[config.mk]
export PLATFORM = sky130hd
export DESIGN_NAME = vcb_alloc
export DESIGN_NICKNAME = d
export VERILOG_FILES = /design/src/rtl/vcb_pkg.sv /design/src/rtl/vcb_first_set.sv /design/src/rtl/vcb_port_count.sv /design/src/rtl/vcb_alloc.sv
export SDC_FILE = /design/constraint.sdc
export NUM_CORES = 1
export LEC_CHECK = 0
export BUFFER_PORTS_ARGS = -buffer_cell sky130_fd_sc_hd__buf_2
export CAP_MARGIN = 20
export CORE_UTILIZATION = 54
export DETAILED_ROUTE_END_ITERATION = 6
export PLACE_DENSITY = 0.78
export SLEW_MARGIN = 20
export SYNTH_ARGS = -nofsm -noshare
export SYNTH_HDL_FRONTEND = slang
export SYNTH_SLANG_ARGS = --single-unit
[constraint.sdc]
create_clock -name clk -period 3.8 [get_ports clk]
set_input_delay 0 -clock clk [delete_from_list [all_inputs] [get_ports clk]]
set_output_delay 0 -clock clk [all_outputs]
set_load 0.1 [all_outputs]
[src/rtl/vcb_pkg.sv]
package vcb_pkg;
  localparam int PORT_W = 3;

  // a port number is usable only below the configured port count
  function automatic logic port_ok(input logic [PORT_W-1:0] p, input int nports);
    return int'(p) < nports;
  endfunction
endpackage

[src/rtl/vcb_first_set.sv]
module vcb_first_set #(
  parameter int W  = 8,
  localparam int IW = (W > 1) ? $clog2(W) : 1
) (
  input  logic [W-1:0]  vec,
  output logic          found,
  output logic [IW-1:0] idx
);
  always_comb begin
    found = 1'b0;
    idx   = '0;
    for (int i = W - 1; i >= 0; i--) begin
      if (vec[i]) begin
        found = 1'b1;
        idx   = IW'(i);
      end
    end
  end
endmodule

[src/rtl/vcb_port_count.sv]
module vcb_port_count #(
  parameter int NB = 8,
  parameter int NP = 5,
  parameter int PW = 3,
  parameter int CW = 4
) (
  input  logic [NB-1:0]    valid,
  input  logic [NB*PW-1:0] ports,
  output logic [NP*CW-1:0] counts
);
  for (genvar p = 0; p < NP; p++) begin : g_port
    logic [CW-1:0] sum;
    always_comb begin
      sum = '0;
      for (int b = 0; b < NB; b++)
        if (valid[b] && ports[b*PW +: PW] == PW'(p)) sum = sum + 1'b1;
    end
    assign counts[p*CW +: CW] = sum;
  end
endmodule

[src/rtl/vcb_alloc.sv]
module vcb_alloc
  import vcb_pkg::*;
#(
  parameter int NUM_BLK  = 8,
  parameter int NUM_PORT = 5,
  parameter int ID_W     = 4,
  localparam int BW = $clog2(NUM_BLK),
  localparam int CW = $clog2(NUM_BLK + 1)
) (
  input  logic                     clk,
  input  logic                     rst_n,
  input  logic                     alloc_req,
  input  logic [PORT_W-1:0]        alloc_port,
  input  logic [ID_W-1:0]          alloc_id,
  input  logic                     rel_req,
  input  logic [ID_W-1:0]          rel_id,
  output logic                     grant_vld,
  output logic [BW-1:0]            grant_blk,
  output logic                     alloc_fail,
  output logic                     rel_err,
  output logic [NUM_BLK-1:0]       blk_valid,
  output logic [NUM_BLK*PORT_W-1:0] blk_port,
  output logic [NUM_PORT*CW-1:0]   port_cnt
);

  function automatic logic [NUM_BLK-1:0] onehot(input logic [BW-1:0] i);
    return NUM_BLK'(1) << i;
  endfunction

  logic [NUM_BLK-1:0] v_q;
  logic [PORT_W-1:0]  port_q [NUM_BLK];
  logic [ID_W-1:0]    id_q   [NUM_BLK];

  // named internal events
  logic [NUM_BLK-1:0] tag_hit;
  logic               rel_hit, rel_fire;
  logic [BW-1:0]      rel_idx;
  logic [NUM_BLK-1:0] v_after_rel;
  logic               free_any, alloc_ok;
  logic [BW-1:0]      free_idx;

  always_comb
    for (int b = 0; b < NUM_BLK; b++) tag_hit[b] = v_q[b] && (id_q[b] == rel_id);

  vcb_first_set #(.W(NUM_BLK)) u_rel_pick (.vec(tag_hit), .found(rel_hit), .idx(rel_idx));

  assign rel_fire    = rel_req && rel_hit;
  assign v_after_rel = v_q & ~(rel_fire ? onehot(rel_idx) : '0);

  vcb_first_set #(.W(NUM_BLK)) u_free_pick (.vec(~v_after_rel), .found(free_any), .idx(free_idx));

  assign alloc_ok = alloc_req && free_any && port_ok(alloc_port, NUM_PORT);

  always_ff @(posedge clk) begin
    if (!rst_n) begin
      v_q        <= '0;
      grant_vld  <= 1'b0;
      grant_blk  <= '0;
      alloc_fail <= 1'b0;
      rel_err    <= 1'b0;
      for (int b = 0; b < NUM_BLK; b++) begin
        port_q[b] <= '0;
        id_q[b]   <= '0;
      end
    end else begin
      v_q <= v_after_rel | (alloc_ok ? onehot(free_idx) : '0);
      if (rel_fire) port_q[rel_idx] <= '0;
      if (alloc_ok) begin
        port_q[free_idx] <= alloc_port;
        id_q[free_idx]   <= alloc_id;
      end
      grant_vld  <= alloc_ok;
      grant_blk  <= alloc_ok ? free_idx : '0;
      alloc_fail <= alloc_req && !alloc_ok;
      rel_err    <= rel_req && !rel_hit;
    end
  end

  assign blk_valid = v_q;
  for (genvar b = 0; b < NUM_BLK; b++) begin : g_flat
    assign blk_port[b*PORT_W +: PORT_W] = port_q[b];
  end

  vcb_port_count #(.NB(NUM_BLK), .NP(NUM_PORT), .PW(PORT_W), .CW(CW)) u_cnt (
    .valid(v_q), .ports(blk_port), .counts(port_cnt)
  );

  // assertions
  p_grant_excl_r3: assert property (@(posedge clk) disable iff (!rst_n)
    !(grant_vld && alloc_fail));

  p_grant_bound_r2: assert property (@(posedge clk) disable iff (!rst_n)
    $past(rst_n) && grant_vld |-> v_q[grant_blk] && port_q[grant_blk] == $past(alloc_port));

  p_fail_cause_r8: assert property (@(posedge clk) disable iff (!rst_n)
    $past(rst_n) && alloc_fail |-> (&v_q) || !port_ok($past(alloc_port), NUM_PORT));

  p_relerr_still_r5: assert property (@(posedge clk) disable iff (!rst_n)
    $past(rst_n) && rel_err && !$past(alloc_ok) |-> v_q == $past(v_q));

  p_release_frees_r4: assert property (@(posedge clk) disable iff (!rst_n)
    rel_fire && !(alloc_ok && free_idx == rel_idx) |=> !v_q[$past(rel_idx)]);

  p_reuse_first_r6: assert property (@(posedge clk) disable iff (!rst_n)
    rel_fire && alloc_ok && (&v_q) |=> grant_vld && grant_blk == $past(rel_idx));
endmodule

==> results of run 1 <==
## state kept, by name, indices dropped and copies added (netlist names)
signal,cells
id_q,32
port_q,24
blk_valid,8
grant_blk,3
alloc_fail,1
grant_vld,1
rel_err,1
## cells in the final DEF, fill, tap and decap left out, drive strengths merged, types with 7 or more instances in the layout
cell type and instances:
buf 184, edfxtp 56, nand2 55, xor2 48, xnor2 46, ha 35, inv 34, nor2 34
and2 33, nor3b 25, nand3 22, clkbuf 19, o21ai 17, nand2b 16, mux2 14, dfxtp 14
nor3 11, and3 9, and4bb 8, a31oi 7, a21oi 7
## worst paths after layout
check	end	slack, ns	start	depth (start not counted)
worst max-delay path	port_cnt[14]	-0.73	port_q[1][2]	20
worst min-delay path	id_q[1][2]	0.07	alloc_id[2]	2
worst max register to register	id_q[4][1]	0.72	blk_valid[3]	9
worst min register to register	blk_valid[4]	0.57	blk_valid[4]	2
## worst reg2reg max path, delay by kind of cell, from the launching register on
family,cells,cell delay [ns]
AO/OA/AOI/OAI,3,1.03
AND/OR/NAND/NOR,4,0.84
buffers and inverters,2,0.53
flip-flops,1,0.44
## layer usage
metal	track usage, %	vias to the layer above	part of all wire [%]
met3	4.04	57	3.4
li1	-	2499	-
met4	14.6	0	4.2
met5	0	-	0
met2	57.1	164	56
met1	29.9	2612	36
## power by group
group / switching (uW) / total [uW] / leakage (uW) / internal (uW)
registers: 26.2 / 885 / 0.000683 / 859
logic: 253 / 367 / 0.00303 / 114
clock network: 285 / 780 / 0.000137 / 496
total: 564 / 2030 / 0.00385 / 1470
## final cells by class
class	count	area [sq um]	area share [%]
clock buffers	16	282	3.15
inverters	34	128	1.43
multi-input cells	476	4910	55.0
flip-flops and latches	70	1970	22.0
well taps	140	175	1.96
repair buffers	188	1470	16.5
## timing repair
action | CTS | global route
hold buffers | 1 | 0
hold endpoints to repair | 2 | 0
setup endpoints to repair | 16 | 19
pin swaps | 29 | 39
buffers inserted | 22 | 10
gates resized for setup | 34 | 41
## cell families after synthesis
family          count (synthesis)  synth area share, %
compound gates                 72                 9.87
fa+ha+maj                      35                 7.18
buf+inv                        54                 4.27
flops                          70                 32.2
mux                            20                 3.69
xor+xnor                       98                 16.2
simple gates                  251                 26.6
## through the flow
| step | total power [uW] | setup TNS [ns] |
|---|---|---|
| 2_1_floorplan | 1150 | -11.79 |
| 3_3_place_gp | 1220 | -1.61 |
| 3_5_place_dp | 1230 | -3.41 |
| 4_1_cts | 2020 | -7.64 |
| 5_1_grt | 2090 | -11.49 |
| 6_report | 2030 | -8.92 |
==> insert_results.sql, run 1 <==
INSERT INTO impl_metrics (metric_group, metric, value, unit) VALUES
('synth', 'synth_enable_flop_cells', '56', ''),
('synth', 'ys_seq_area_share', '32.2', '%'),
('timing', 'fin_crit_sh', '119', '%'),
('cells_and_area', 'n_antenna_cell', '0', ''),
('setup_path', 'path_max_fanout', '2', ''),
('drt', 'number_of_remaining_drc_errors', '0', ''),
('floorplan', 'die_height', '108', 'um'),
('grt', 'number_of_antenna_violations_at_the_first_check_in_global_routing', '0', ''),
('timing', 'final.setup.worst_slack', '-0.727', 'ns'),
('clock_network', 'htree_num_levels', '3', ''),
('drt', 'dr.first_iter.drc_count', '237', ''),
('drt', 'route.vias.total', '5332', ''),
('status', 'violations', 'setup timing', ''),
('status', 'outcome', 'finished with violations', ''),
('cells_and_area', 'drive_above_1_share', '49.1', '%'),
('placement', 'numPlacedInstances', '876', ''),
('synth', 'synth_async_sr_flop_share', '0', '%'),
('clock_network', 'clock_insertion_delay_worst_skew', '0.34', 'ns'),
('synth', 'yosysUniqueCellTypes', '78', ''),
('timing', 'finalHoldViolations', '0', ''),
('setup_path', 'startpoint_type', 'flip-flop', ''),
('floorplan', 'rows', '38', ''),
('clock_network', 'cts_sinks', '70', ''),
('clock_network', 'clock-root-buffer', 'sky130_fd_sc_hd__clkbuf_16', ''),
('grt', 'grt_pass1_vias', '5487', ''),
('setup_path', 'worst-endpoint-required', '3.80', 'ns'),
('setup_path', 'slowest_delay', '0.41', 'ns'),
('synth', 'synth_area_leader_cell', 'sky130_fd_sc_hd__edfxtp_1', ''),
('setup_path', 'cpLargestDelayFamily', 'adder cells', ''),
('floorplan', 'io-pin-count', '73', ''),
('synth', 'most_frequent_cells_after_synthesis', 'sky130_fd_sc_hd__edfxtp_1, sky130_fd_sc_hd__nand2_1, sky130_fd_sc_hd__xor2_1, sky130_fd_sc_hd__xnor2_1, sky130_fd_sc_hd__ha_1', ''),
('grt', 'grt_pass1_wl', '26100', 'um'),
('cells_and_area', 'final_cells', '924', ''),
('placement', 'dpl_worst_slack', '-0.368', 'ns'),
('setup_path', 'crit_chain', 'nor2_2 > nand3_1 > inv_1 > ha_4 > xor2_2 > inv_1 > ha_1 > mux2_4 > ha_4 > mux2_4 > ha_4 > mux2_4 > ha_4 > nor2_4 > nor2_4 > ha_4 > nand2_4 > xnor2_4 > xnor2_4 > buf_12', ''),
('cells_and_area', 'finalNetCount', '829', ''),
('setup_path', 'cpMaxStageDelayCell', 'sky130_fd_sc_hd__edfxtp_1', ''),
('drt', 'post_drt_via_cell_ratio', '5.77', ''),
('placement', 'hpwl', '11900', 'um'),
('floorplan', 'initial_util', '55.8', '%'),
('grt', 'grt_max_degree', '21', ''),
('floorplan', 'die_w', '108', 'um'),
('timing', 'count_of_final_setup_violators', '15', ''),
('synth', 'post_synth_instance_area', '6100', 'sq um'),
('timing', 'slew_viol_final', '0', ''),
('timing', 'worst_case_clock_skew', '0.00518', 'ns'),
('placement', 'globalplace.congestion', '0.868', ''),
('pwr', 'leakage', '0.00385', 'uW'),
('setup_path', 'critical_path_arrival', '4.53', 'ns'),
('setup_path', 'worst-setup-path-type', 'reg2out', ''),
('flow_run', 'maxCapViolations', '0', ''),
('drt', 'routed_wirelength', '17300', 'um'),
('setup_path', 'critical_path.n_buffers_inverters', '3', ''),
('cells_and_area', 'layout_overhead_on_the_synthesized_area', '46.4', '%'),
('synth', 'mappedNetlistNets', '650', ''),
('timing', 'max-slew-margin-rel', '32.2', '%'),
('floorplan', 'core_area', '10900', 'sq um'),
('pwr', 'power_per_cell_area', '228', 'nW/um^2'),
('placement', 'post_dp_cell_area', '8030', 'sq um'),
('cells_and_area', 'fill_cells', '625', ''),
('cells_and_area', 'final_area', '8930', 'sq um'),
('floorplan', 'design.die.area', '11700', 'sq um'),
('setup_path', 'worstSetupEndpointType', 'output pin', ''),
('pwr', 'max-vdd-ir-drop', '414', 'uV'),
('clock_network', 'ctsLongestPathBuffers', '2', ''),
('synth', 'yosysTopAreaCellShare', '27.6', '%'),
('timing', 'max_freq', '221', 'MHz'),
('grt', 'grt.total_usage', '29.2', '%'),
('synth', 'dominantRegCellSynth', 'sky130_fd_sc_hd__edfxtp_1', ''),
('synth', 'ys_top_cells_by_area', 'sky130_fd_sc_hd__edfxtp_1, sky130_fd_sc_hd__ha_1, sky130_fd_sc_hd__xor2_1', ''),
('synth', 'yosysWarningCount', '0', '');
Power figures use the tool's default switching activity.
==> run 2: changes to the inputs <==
REMOVE_ABC_BUFFERS = 1   (was default)
==> insert_results.sql, run 2 (synthesized netlist as in run 1, its figures left out) <==
INSERT INTO impl_metrics (metric_group, metric, value, unit) VALUES
('drt', 'routed_wirelength', '18900', 'um'),
('hold_path', 'critical_hold_path_startpoint', 'alloc_id[0]', ''),
('clock_network', 'cts_sinks', '70', ''),
('timing', 'worst_case_clock_skew', '0.00621', 'ns'),
('clock_network', 'clk_pin_slew_worst_paths', '0.06', 'ns'),
('pwr', 'total_power', '2090', 'uW'),
('setup_path', 'cpLargestDelayFamily', 'adder cells', ''),
('hold_path', 'hold_path_class', 'in2reg', ''),
('drt', 'drt-wirelength-per-cell', '20.4', 'um'),
('cells_and_area', 'final_area', '8710', 'sq um'),
('cells_and_area', 'layout_overhead_on_the_synthesized_area', '42.7', '%'),
('timing', 'grt_setup_unrepaired', 'true', ''),
('setup_path', 'worst-setup-path-type', 'reg2out', ''),
('floorplan', 'initial_util', '55.8', '%'),
('timing', 'timing_worst_slew_pin_value', '1.19', 'ns'),
('drt', 'highest_signal_layer', 'met4', ''),
('clock_network', 'clock_insertion_delay_worst_skew', '0.33', 'ns'),
('floorplan', 'design.die.area', '11700', 'sq um'),
('drt', 'route.antenna.remaining_nets', '0', ''),
('timing', 'minimum_clock_period_after_layout', '4.74', 'ns'),
('drt', 'number_of_search_and_repair_iterations_in_the_first_detailed_routing_pass', '5', ''),
('pwr', 'leakage', '0.00371', 'uW'),
('setup_path', 'slowest_delay', '0.44', 'ns'),
('timing', 'fin_crit_sh', '125', '%'),
('grt', 'grt_pass1_wl', '26000', 'um'),
('floorplan', 'rows', '38', ''),
('timing', 'slew_viol_final', '0', ''),
('timing', 'final.setup.worst_slack', '-0.945', 'ns'),
('grt', 'globalRouteOverflowTotal', '0', ''),
('timing', 'finalHoldViolations', '0', ''),
('timing', 'max_freq', '211', 'MHz'),
('drt', 'dr.first_iter.drc_count', '401', ''),
('timing', 'count_of_final_setup_violators', '15', ''),
('placement', 'globalplace.congestion', '0.883', ''),
('drt', 'number_of_remaining_drc_errors', '0', ''),
('floorplan', 'core_area', '10900', 'sq um'),
('cells_and_area', 'final_util', '79.6', '%'),
('setup_path', 'crit_chain', 'nor2_4 > buf_6 > nand3_2 > inv_2 > ha_4 > xor2_2 > inv_1 > ha_1 > mux2_4 > ha_4 > mux2_4 > ha_4 > mux2_4 > ha_4 > nor2_4 > nor2_4 > ha_4 > nand2_4 > xnor2_2 > xnor2_1 > bufbuf_16', ''),
('placement', 'portBuffers', '72', ''),
('setup_path', 'timing.critical_path.depth', '21', ''),
('drt', 'route.vias.total', '5582', ''),
('pwr', 'power_per_cell_area', '240', 'nW/um^2'),
('clock_network', 'htree_num_levels', '3', ''),
('drt', 'total_length_of_routed_met2_wires', '10200', 'um'),
('setup_path', 'critical_path_arrival', '4.74', 'ns'),
('setup_path', 'worstSetupEndpointType', 'output pin', ''),
('drt', 'post_drt_via_cell_ratio', '6.04', ''),
('setup_path', 'r2r-end', 'id_q[4][2]', ''),
('grt', 'grt_max_degree', '21', ''),
('setup_path', 'path_max_fanout', '3', ''),
('pwr', 'max-vdd-ir-drop', '409', 'uV'),
('cells_and_area', 'finalNetCount', '829', ''),
('hold_path', 'hold_path_end', 'id_q[3][0]', ''),
('placement', 'dpl_worst_slack', '-0.724', 'ns'),
('setup_path', 'worst-endpoint-required', '3.80', 'ns'),
('setup_path', 'startpoint_type', 'flip-flop', ''),
('setup_path', 'register_to_register_path_setup_slack', '0.67', 'ns'),
('status', 'outcome', 'finished with violations', ''),
('setup_path', 'timing.reg2reg.worst_path_depth', '8', ''),
('cells_and_area', 'n_antenna_cell', '0', ''),
('hold_path', 'worstHoldPathCells', '2', ''),
('floorplan', 'io-pin-count', '73', ''),
('clock_network', 'clock-root-buffer', 'sky130_fd_sc_hd__clkbuf_16', ''),
('drt', 'wl_met3', '1010', 'um'),
('setup_path', 'critical_path.n_buffers_inverters', '4', ''),
('setup_path', 'cp_common_cell', 'sky130_fd_sc_hd__ha_4', ''),
('cells_and_area', 'final_common_cell', 'sky130_fd_sc_hd__buf_4', ''),
('timing', 'max-slew-margin-rel', '19.7', '%'),
('grt', 'grt_pass1_vias', '5594', ''),
('grt', 'grt.total_usage', '28.8', '%'),
('cells_and_area', 'drive_above_1_share', '47.8', '%'),
('floorplan', 'die_height', '108', 'um'),
('grt', 'number_of_antenna_violations_at_the_first_check_in_global_routing', '0', ''),
('floorplan', 'die_w', '108', 'um'),
('cells_and_area', 'registers.top_by_ff_count', 'id_q', ''),
('cells_and_area', 'layout_common_cells', 'sky130_fd_sc_hd__buf_4, sky130_fd_sc_hd__edfxtp_1, sky130_fd_sc_hd__buf_2, sky130_fd_sc_hd__nand2_1, sky130_fd_sc_hd__xor2_1', ''),
('clock_network', 'clock_tree_from_tritoncts', 'yes', ''),
('clock_network', 'ctsLongestPathBuffers', '2', ''),
('status', 'violations', 'setup timing', ''),
('placement', 'post_dp_cell_area', '7280', 'sq um'),
('drt', 'detail_route.wirelength.met1', '6770', 'um'),
('setup_path', 'cpMaxStageDelayCell', 'sky130_fd_sc_hd__edfxtp_1', ''),
('setup_path', 'worst_r2r_startpoint', 'id_q[4][3]', ''),
('clock_network', 'tritoncts.num_buffers', '9', ''),
('flow_run', 'maxCapViolations', '0', ''),
('cells_and_area', 'largest_register_ff_count', '32', ''),
('placement', 'hpwl', '11700', 'um'),
('timing', 'setup_tns', '-10.54', 'ns');
-- run 2: cell count changes in the layout (fill, tap and decap cells not counted), sizes merged --
cell and delta:
buf -7, bufbuf +6, clkbuf -3, clkinv +2
clkinvlp +1, inv +1
-- run 2: where the power goes --
part / leakage, uW / switching [uW] / internal, uW
Sequential: 0.000682 / 22.3 / 858
Clock: 0.000155 / 300 / 536
Combinational: 0.00287 / 260 / 114
Total: 0.00371 / 582 / 1510
-- run 2: worst max-delay path by stage --
| stage | from | end | slack [ns] |
|---|---|---|---|
| after floorplan | blk_valid[1] | port_cnt[6] | -2.46 |
| after CTS | port_q[0][2] | port_cnt[14] | -0.73 |
| after global placement | port_q[0][2] | port_cnt[5] | -0.58 |
| after detailed placement | port_q[0][2] | port_cnt[14] | -0.72 |
| after global routing | port_q[0][2] | port_cnt[14] | -1.05 |
| final | port_q[1][2] | port_cnt[14] | -0.94 |
-- run 2: per-stage QoR --
stage	hold WS, ns	std cells
2_1_floorplan	0.140	580
3_3_place_gp	0.275	873
3_5_place_dp	0.285	873
4_1_cts	0.0738	911
5_1_grt	0.100	924
6_report	0.0801	924
-- run 2: metal layers --
metal / track usage [%] / vias up
li1: - / 2503
met1: 29.6 / 2730
met2: 55.8 / 256
met3: 3.74 / 93
met4: 15.9 / 0
met5: 0 / -
-- run 2: final cells by class --
| cell class | instances | area, sq um |
|---|---|---|
| Sequential cell | 70 | 1960 |
| Multi-Input combinational cell | 476 | 4560 |
| Inverter | 34 | 128 |
| Clock buffer | 12 | 289 |
| Clock inverter | 4 | 23.8 |
| Tap cell | 140 | 175 |
| Fill cell | 592 | 2230 |
| Timing Repair Buffer | 188 | 1570 |
-- run 2: timing repair --
item | in CTS | in global routing
hold endpoints to repair | 2 | 0
pin swaps | 43 | 35
gates cloned | 0 | 0
gates resized for setup | 100 | 63
hold buffers | 1 | 0
buffers inserted | 21 | 14
endpoints found under the setup margin | 15 | 17
-- run 2: worst reg2reg max path, delay by kind of cell (launching register included) --
family          cells  cell delay (ns)
xor+xnor            1             0.17
flops               1             0.39
buf+inv             1             0.32
simple gates        3             1.12
compound gates      3             0.82
